File: src/rtl/ac_reg_pkg.sv
package ac_reg_pkg;
  localparam int TAG_W   = 16;
  localparam int SLOT_W  = 20;
  localparam int IDX_W   = 7;
  localparam int DATA_W  = 16;
  localparam int WORD_AW = IDX_W - 1;
  localparam int NUM_WORDS = 1 << WORD_AW;

  // tag bit positions
  localparam int TAG_FRAME_VALID = 15;
  localparam int TAG_CMD_VALID   = 14;
  localparam int TAG_DATA_VALID  = 13;

  typedef struct packed {
    logic               rd;
    logic               wr;
    logic               clr;
    logic [IDX_W-1:0]   index;
    logic [DATA_W-1:0]  wdata;
  } req_t;

  function automatic logic [DATA_W-1:0] dflt_word(int w);
    if (w == 0)                 return 16'h0150;
    else if (w >= 1 && w <= 12) return 16'h8000;
    else                        return '0;
  endfunction
endpackage

File: src/rtl/ac_req_decode.sv
module ac_req_decode
  import ac_reg_pkg::*;
(
  input  logic [TAG_W-1:0]  tag_i,
  input  logic [SLOT_W-1:0] slot1_i,
  input  logic [SLOT_W-1:0] slot2_i,
  input  logic [1:0]        codec_id_i,
  output req_t              req_o
);
  logic field_hit, aligned, is_rd, primary, cmd_ok, data_ok, base;
  logic [IDX_W-1:0] index;
  logic unused_bits;

  assign index     = slot1_i[SLOT_W-2 -: IDX_W];
  assign field_hit = (tag_i[1:0] == codec_id_i);
  assign aligned   = ~index[0];
  assign is_rd     = slot1_i[SLOT_W-1];
  assign primary   = (codec_id_i == 2'b00);
  // secondary codecs: matching nonzero field alone marks the slots valid
  assign cmd_ok    = primary ? tag_i[TAG_CMD_VALID]  : 1'b1;
  assign data_ok   = primary ? tag_i[TAG_DATA_VALID] : 1'b1;
  assign base      = tag_i[TAG_FRAME_VALID] & field_hit & aligned & cmd_ok;

  always_comb begin
    req_o.rd    = base & is_rd;
    req_o.wr    = base & ~is_rd & data_ok;
    req_o.clr   = base & ~is_rd & data_ok & (index == '0);
    req_o.index = index;
    req_o.wdata = slot2_i[SLOT_W-1 -: DATA_W];
  end

  assign unused_bits = ^{tag_i[12:2], slot1_i[SLOT_W-IDX_W-2:0], slot2_i[SLOT_W-DATA_W-1:0]};
endmodule

File: src/rtl/ac_reg_file.sv
module ac_reg_file
  import ac_reg_pkg::*;
#(
  parameter int DW    = DATA_W,
  parameter int AW    = WORD_AW,
  parameter int WORDS = NUM_WORDS
) (
  input  logic          clk_i,
  input  logic          rst_ni,
  input  logic          wr_en_i,
  input  logic [AW-1:0] wr_word_i,
  input  logic [DW-1:0] wr_data_i,
  input  logic          clr_i,
  input  logic [AW-1:0] rd_word_i,
  output logic [DW-1:0] rd_data_o
);
  logic [DW-1:0] words [WORDS];

  for (genvar w = 0; w < WORDS; w++) begin : g_word
    if (w == 0) begin : g_ro
      // index 0 is the reset trigger; it reads a fixed value
      assign words[w] = DW'(dflt_word(w));
    end else begin : g_rw
      logic [DW-1:0] q;
      always_ff @(posedge clk_i or negedge rst_ni) begin
        if (!rst_ni)                                   q <= DW'(dflt_word(w));
        else if (clr_i)                                q <= DW'(dflt_word(w));
        else if (wr_en_i && wr_word_i == AW'(w))       q <= wr_data_i;
      end
      assign words[w] = q;
    end
  end

  assign rd_data_o = words[rd_word_i];

  assert_write_lands_R2: assert property (@(posedge clk_i) disable iff (!rst_ni)
    (wr_en_i && !clr_i && wr_word_i != '0) |=> words[$past(wr_word_i)] == $past(wr_data_i));

  assert_clear_restores_R10: assert property (@(posedge clk_i) disable iff (!rst_ni)
    clr_i |=> (words[1] == DW'(dflt_word(1))) && (words[WORDS-1] == DW'(dflt_word(WORDS-1))));
endmodule

File: src/rtl/ac_reply_gen.sv
module ac_reply_gen
  import ac_reg_pkg::*;
(
  input  logic              clk_i,
  input  logic              rst_ni,
  input  logic              strobe_i,
  input  logic              rd_i,
  input  logic [IDX_W-1:0]  index_i,
  input  logic [DATA_W-1:0] rd_data_i,
  output logic [SLOT_W-1:0] slot1_o,
  output logic [SLOT_W-1:0] slot2_o,
  output logic              valid_o
);
  always_ff @(posedge clk_i or negedge rst_ni) begin
    if (!rst_ni) begin
      valid_o <= 1'b0;
      slot1_o <= '0;
      slot2_o <= '0;
    end else if (strobe_i) begin
      valid_o <= rd_i;
      slot1_o <= rd_i ? {1'b0, index_i, {(SLOT_W-IDX_W-1){1'b0}}} : '0;
      slot2_o <= rd_i ? {rd_data_i, {(SLOT_W-DATA_W){1'b0}}} : '0;
    end
  end

  assert_reply_hold_R11: assert property (@(posedge clk_i) disable iff (!rst_ni)
    !strobe_i |=> $stable(slot1_o) && $stable(slot2_o) && $stable(valid_o));

  assert_reply_follows_read_R3: assert property (@(posedge clk_i) disable iff (!rst_ni)
    (strobe_i && rd_i) |=> valid_o && slot2_o[3:0] == '0);
endmodule

File: src/rtl/ac_reg_engine.sv
module ac_reg_engine
  import ac_reg_pkg::*;
(
  input  logic              clk_i,
  input  logic              rst_ni,
  input  logic              rx_frame_i,
  input  logic [TAG_W-1:0]  rx_tag_i,
  input  logic [SLOT_W-1:0] rx_slot1_i,
  input  logic [SLOT_W-1:0] rx_slot2_i,
  input  logic [1:0]        codec_id_i,
  output logic [SLOT_W-1:0] tx_slot1_o,
  output logic [SLOT_W-1:0] tx_slot2_o,
  output logic              tx_slot1_valid_o,
  output logic              tx_slot2_valid_o
);
  req_t req;
  logic [DATA_W-1:0] rd_data;
  logic reply_valid;

  ac_req_decode i_decode (
    .tag_i      (rx_tag_i),
    .slot1_i    (rx_slot1_i),
    .slot2_i    (rx_slot2_i),
    .codec_id_i (codec_id_i),
    .req_o      (req)
  );

  ac_reg_file i_regs (
    .clk_i     (clk_i),
    .rst_ni    (rst_ni),
    .wr_en_i   (rx_frame_i & req.wr),
    .wr_word_i (req.index[IDX_W-1:1]),
    .wr_data_i (req.wdata),
    .clr_i     (rx_frame_i & req.clr),
    .rd_word_i (req.index[IDX_W-1:1]),
    .rd_data_o (rd_data)
  );

  ac_reply_gen i_reply (
    .clk_i     (clk_i),
    .rst_ni    (rst_ni),
    .strobe_i  (rx_frame_i),
    .rd_i      (req.rd),
    .index_i   (req.index),
    .rd_data_i (rd_data),
    .slot1_o   (tx_slot1_o),
    .slot2_o   (tx_slot2_o),
    .valid_o   (reply_valid)
  );

  assign tx_slot1_valid_o = reply_valid;
  assign tx_slot2_valid_o = reply_valid;

  assert_write_no_reply_R4: assert property (@(posedge clk_i) disable iff (!rst_ni)
    (rx_frame_i && !rx_slot1_i[SLOT_W-1]) |=> !tx_slot1_valid_o && !tx_slot2_valid_o);

  assert_frame_invalid_R5: assert property (@(posedge clk_i) disable iff (!rst_ni)
    (rx_frame_i && !rx_tag_i[TAG_FRAME_VALID]) |=> !tx_slot1_valid_o);

  assert_id_mismatch_R6: assert property (@(posedge clk_i) disable iff (!rst_ni)
    (rx_frame_i && rx_tag_i[1:0] != codec_id_i) |=> !tx_slot1_valid_o);

  assert_odd_index_R7: assert property (@(posedge clk_i) disable iff (!rst_ni)
    (rx_frame_i && rx_slot1_i[SLOT_W-IDX_W-1]) |=> !tx_slot1_valid_o);

  assert_primary_tags_R8: assert property (@(posedge clk_i) disable iff (!rst_ni)
    (rx_frame_i && codec_id_i == 2'b00 && !rx_tag_i[TAG_CMD_VALID]) |=> !tx_slot1_valid_o);
endmodule

File: config.mk
export PLATFORM = sky130hd
export DESIGN_NAME = ac_reg_engine
export DESIGN_NICKNAME = d
export VERILOG_FILES = /design/src/rtl/ac_reg_pkg.sv /design/src/rtl/ac_req_decode.sv /design/src/rtl/ac_reg_file.sv /design/src/rtl/ac_reply_gen.sv /design/src/rtl/ac_reg_engine.sv
export SDC_FILE = /design/constraint.sdc
export NUM_CORES = 2
export LEC_CHECK = 0
export BUFFER_PORTS_ARGS = -buffer_cell sky130_fd_sc_hd__buf_2
export CORE_MARGIN = 8
export CORE_UTILIZATION = 45
export DETAILED_ROUTE_END_ITERATION = 8
export SETUP_SLACK_MARGIN = 0.2
export SLEW_MARGIN = 10
export SYNTH_ARGS = -nofsm -noshare
export SYNTH_HDL_FRONTEND = slang
export SYNTH_SLANG_ARGS = --single-unit
File: constraint.sdc
create_clock -name clk_i -period 2.3 [get_ports clk_i]
set_input_delay 0.115 -clock clk_i [delete_from_list [all_inputs] [get_ports clk_i]]
set_output_delay 0.115 -clock clk_i [all_outputs]
set_load 0.01 [all_outputs]
# Word level (Yosys, flattened, before mapping)
# Cells that the tools add are included.
op_classes:
  reduce_logical: 128
  n_bitwise: 12
  magnitude_cmp: 1
  n_eq_ne: 64
  muxes: 133
op_table:
  columns: ["cell", "n"]
  rows:
  - ["$mux W16", 128]
  - ["$eq A6 B6 Y1 const B", 32]
  - ["$reduce_bool A2 Y1", 63]
  - ["$bmux W16 S6", 1]
  - ["$eq A6 B5 Y1 const B", 16]
  - ["$logic_and A1 B1 Y1", 63]
  - ["$eq A6 B4 Y1 const B", 8]
  - ["$eq A6 B3 Y1 const B", 4]
  - ["$mux W20", 1]
  - ["$mux W19", 1]
  - ["$eq A6 B2 Y1 const B", 2]
  - ["$and A1 B1 Y1", 9]
  - ["$ge A7 B7 Y1 const B", 1]
  - ["$logic_not A7 Y1", 1]
  - ["$not A6 Y7", 1]
  - ["$eq A6 B1 Y1 const B", 1]
  - ["$eq A2 B2 Y1", 1]
  - ["$logic_not A2 Y1", 1]
  - ["$mux W1", 2]
  - ["$not A1 Y1", 2]
totals:
  register_bits: 1049
  out_inout_bits: 42
  word_cells: 404
  inputBits: 61

# Longest topological paths before layout
depth:
  ltp_word: 10
  ltp_mapped: 11
  depth_no_buf: 6

# By module
# A second synthesis with hierarchy kept.
unflattened:
  cells_unflattened: 5453
  hier_area_um2: 50185.6
by_module_without_submodules:
  columns: ["mod", "cells_each", "seq_area_each_um2", "n_inst", "area_each_um2"]
  rows:
  - ["ac_reg_file", 5295, 25239.2, 1, 48744.2]
  - ["ac_reply_gen", 119, 600.6, 1, 1143.6]
  - ["ac_req_decode", 36, 0.0, 1, 277.8]
  - ["ac_reg_engine", 3, 0.0, 1, 20.0]

# Worst setup path before layout
# Ideal clock, no wire load.
synth_path:
  path_kind: "input to register"
  from: "in rx_slot1_i[14]"
  to: "reg i_reply.slot2_o[6]"
  required_ns: 2.170
  arrival_time_ns: 2.078
  setup_slack_ns: 0.091
  n_path_buf: 4
  path_stages: 9
  setup_time_ns: 0.130
  path_cell_list: "clkbuf_1 > clkbuf_1 > buf_1 > buf_1 > mux4_2 > a22oi_1 > nand3_1 > a22oi_1 > o21ai_0"
synth_via:
  elab_chain_cells: 5
synth_rtl:
  columns: ["element", "line", "text"]
  rows:
  - ["start: declaration", "ac_reg_engine.sv:8", "input logic [SLOT_W-1:0] rx_slot1_i,"]
  - ["$not A6 Y7 (not written as such)", "ac_reg_file.sv:34", "assign rd_data_o = words[rd_word_i];"]
  - ["$bmux W16 S6", "ac_reg_file.sv:34", null]
  - ["$mux W16 (not written as such) (2 in series)", "ac_reg_file.sv:34", null]
  - ["$mux W20", "ac_reply_gen.sv:22", "slot2_o <= rd_i ? {rd_data_i, {(SLOT_W-DATA_W){1'b0}}} : '0;"]
  - ["end signal: assignment", "ac_reply_gen.sv:22", null]
  - ["end: declaration", "ac_reply_gen.sv:11", "output logic [SLOT_W-1:0] slot2_o,"]
# Every way passes these cells. The select of a mux whose other input is x is not followed.
# A chain may end at the register's enable or synchronous reset.

# Worst setup path after layout
layout_path:
  from: "in rx_slot1_i[16]"
  to: "reg i_reply.slot2_o[5]"
# The elaborated chain is that of the path after synthesis.

==> results.json <==
{
  "p_leak_nw": 25.0,
  "min_from": "rx_slot2_i[16]",
  "holdCritPathClass": "input pin to register",
  "synthesis.area_um2": 45200,
  "yosysTopAreaCell": "dfrtp_1",
  "post-place-ws_ns": -0.824,
  "grt_usage_pct": 24.4,
  "worstPathRequired_ns": 2.87,
  "clk_latency_ns": 0.71,
  "hold_viol": 0,
  "reg2reg_from": "i_regs.g_word[11].g_rw.q[9]",
  "crit_arrival_ns": 2.71,
  "maxSlewViolCount": 0,
  "cts_made_buffers": 107,
  "synth_top_area_share_pct": 56.5,
  "crit_path_end_kind": "register",
  "grt_busiest_layer": "met2",
  "clk_pin_slew_ns": 0.06,
  "gr-usage-met1_pct": 35.5,
  "drive_gt1_share_pct": 20.2,
  "multiInputGateArea_um2": 18100,
  "fin_area_um2": 54800,
  "synth.avg_cell_area_um2": 10.3,
  "initial_utilization_pct": 45.3,
  "synthDistinctLibCells": 54,
  "min_period_over_period_pct": 93.1,
  "dieHeight_um": 333,
  "nFillCells": 8553,
  "r2r_cells": 7,
  "powerDensity_nw_per_um2": 715,
  "area.growth.synth_to_final_pct": 21.3,
  "routed_wirelength_um": 135000,
  "fin_worst_skew_ns": 0.0367,
  "rsz0062_at_grt": "yes",
  "path_max_fanout": 12,
  "core_um2": 99900,
  "met3_usage_pct": 3.81,
  "r2r_slack_ns": 0.17,
  "dpl.hpwl_um": 93900,
  "overflow": 0,
  "tightest_slew_ns": 1.16,
  "gp_congestion": 0.914,
  "r2r-end": "i_reply.slot2_o[13]",
  "io_pins": 103,
  "outcome": "finished, final reports clean",
  "ys_warn_count": 0,
  "die_x_um": 333,
  "portBuffers": 58,
  "dieArea_um2": 111000,
  "grt_pass1_vias": 33400,
  "whs_path_depth": 4,
  "synthFlopType": "dfrtp_1",
  "synthTopCellsByCount": "nand2_1 (1,062), dfrtp_1 (1,020), o21ai_0 (973)",
  "wire_per_inst_um": 22.6,
  "async_reset_ff_share_pct": 100,
  "peakVddDrop_v": 0.000594,
  "rows": 116,
  "synthCells": 4377,
  "fin_util_pct": 54.9,
  "htreeDepth": 3,
  "cts_root_buf": "clkbuf_16",
  "synth.most_common_cell": "nand2_1",
  "layout.area.seq_um2": 25800,
  "ant_nets": 0,
  "maxSlewHeadroom_pct": 22.8,
  "synth-edff-count": 0,
  "grt_max_degree": 95,
  "routed-via-count": 33400,
  "grt_pass1_wl_um": 210000,
  "crit_path_start_kind": "input pin",
  "grtUsageMet2_pct": 37.6,
  "clock_path_buffers": 3,
  "grt_antenna_before_repair": 5,
  "drt-pass1-iter-count": 5,
  "nets": 4640,
  "route.detailed.drc": 0,
  "vias_per_cell": 5.59,
  "worst_slack_ns": 0.159,
  "ys_seq_elements": 1032,
  "cts_tree": "yes",
  "synth_seq_area_share_pct": 57.2,
  "clock-sinks": 1032,
  "critPathKind": "input pin to register",
  "drt_iter0_markers": 2758,
  "fin_crit_ns": 2.14,
  "min_to": "i_regs.g_word[27].g_rw.q[12]",
  "setup_violations": 0,
  "synthTopCellsByArea": "dfrtp_1 (56%), o21ai_0 (11%), nand2_1 (8.8%), mux4_2 (7.0%), mux2i_1 (4.5%)",
  "max_freq_mhz": 467,
  "drv_cap": 0,
  "placed_cell_area_um2": 50800
}
cells in the final DEF, fill, tap and decap left out, drive strengths merged, types with 6 or more instances in the layout:
master       instances
nor2b               20
buf                478
dfrtp             1020
nand2             1063
dlygate4sd3         19
mux2                36
a221oi              18
nand4               12
a21oi               60
dfstp               12
a32oi                8
a211oi              20
bufinv              14
and2                 6
inv                 28
o22ai               51
nand3               28
mux4               140
nor3                13
a22oi               61
nor2                64
clkinv              25
a21o                 6
a31oi               25
diode                6
o21ai              998
a22o                15
conb                17
mux2i              205
clkbuf             153
worst max-delay path, stage by stage:
cell and delay, ns:
buf_2 0.28, buf_4 0.32, nor2b_1 0.35, buf_4 0.22, buf_4 0.14, nand2_1 0.11
buf_4 0.16, o22ai_1 0.49, nor3_1 0.27, a21o_1 0.23
logic make-up after synthesis:
logic type / after synthesis / share of synthesized area [%]
other: 1 / 0.00829
and+or+nand+nor: 1231 / 10.8
xor gates and xnor gates: 1 / 0.0194
DFF: 1032 / 57.2
muxes: 381 / 12.4
AOI/OAI and AO/OA: 1286 / 15.5
buffers and inverters: 445 / 4.09
per-layer routing:
layer | routed length (um) | vias up
met2 | 60700 | 898
met1 | 61700 | 16600
met4 | 4160 | 0
met3 | 8500 | 224
li1 | - | 15600
met5 | 0 | -
stage by stage:
step	power, W	setup TNS (ns)	hold WS [ns]	instances
final	0.0392	0	0.0567	5972
after global routing	0.0404	0	0.0501	5966
after CTS	0.0395	0	0.0118	5966
after detailed placement	0.0214	-587.61	0.0892	5749
after global placement	0.0214	-557.90	0.0888	5749
after floorplan	0.0198	0	-0.181	4393
state kept, by name (all words and copies together), names as in the netlist:
name / count
i_regs.g_word.g_rw.q: 1008
i_reply.slot1_o: 7
i_reply.slot2_o: 16
i_reply.valid_o: 1
how the worst max path moves through the flow:
stage	endpoint	depth (start not counted)	start	slack, ns
2_1_floorplan	i_regs.g_word[9].g_rw.q[9]	10	rx_slot1_i[14]	0.14
5_1_grt	i_reply.slot2_o[13]	7	i_regs.g_word[11].g_rw.q[9]	0.11
4_1_cts	i_reply.slot2_o[13]	7	i_regs.g_word[11].g_rw.q[9]	0.17
3_3_place_gp	i_regs.g_word[54].g_rw.q[3]	11	rx_slot1_i[16]	-0.77
3_5_place_dp	i_regs.g_word[54].g_rw.q[3]	11	rx_slot1_i[16]	-0.82
6_report	i_reply.slot2_o[5]	10	rx_slot1_i[16]	0.16
power by group:
part           switching (W)  internal (W)  leakage (nW)
Sequential          0.000100        0.0184          14.3
Clock                0.00740        0.0106          1.79
Combinational        0.00175      0.000962          8.89
Total                0.00925        0.0300          25.0
final cells by class:
class                           count  share of cell area, %
Antenna cell                        6                 0.0274
Clock buffer                      152                   5.45
Clock inverter                     46                   1.21
Inverter                           24                  0.164
Multi-Input combinational cell   2916                   33.0
Sequential cell                  1032                   47.1
Tap cell                         1298                   2.96
Timing Repair Buffer              498                   10.0
repair_timing:
| action | CTS | global route |
|---|---|---|
| pin swaps | 4 | 1 |
| setup buffers | 0 | 0 |
| endpoints found under the hold margin | 1345 | 0 |
| gates resized for setup | 19 | 7 |
| endpoints found under the setup margin | 712 | 120 |
| hold buffers | 19 | 0 |
No activity file was read; power rests on OpenSTA's default activity.
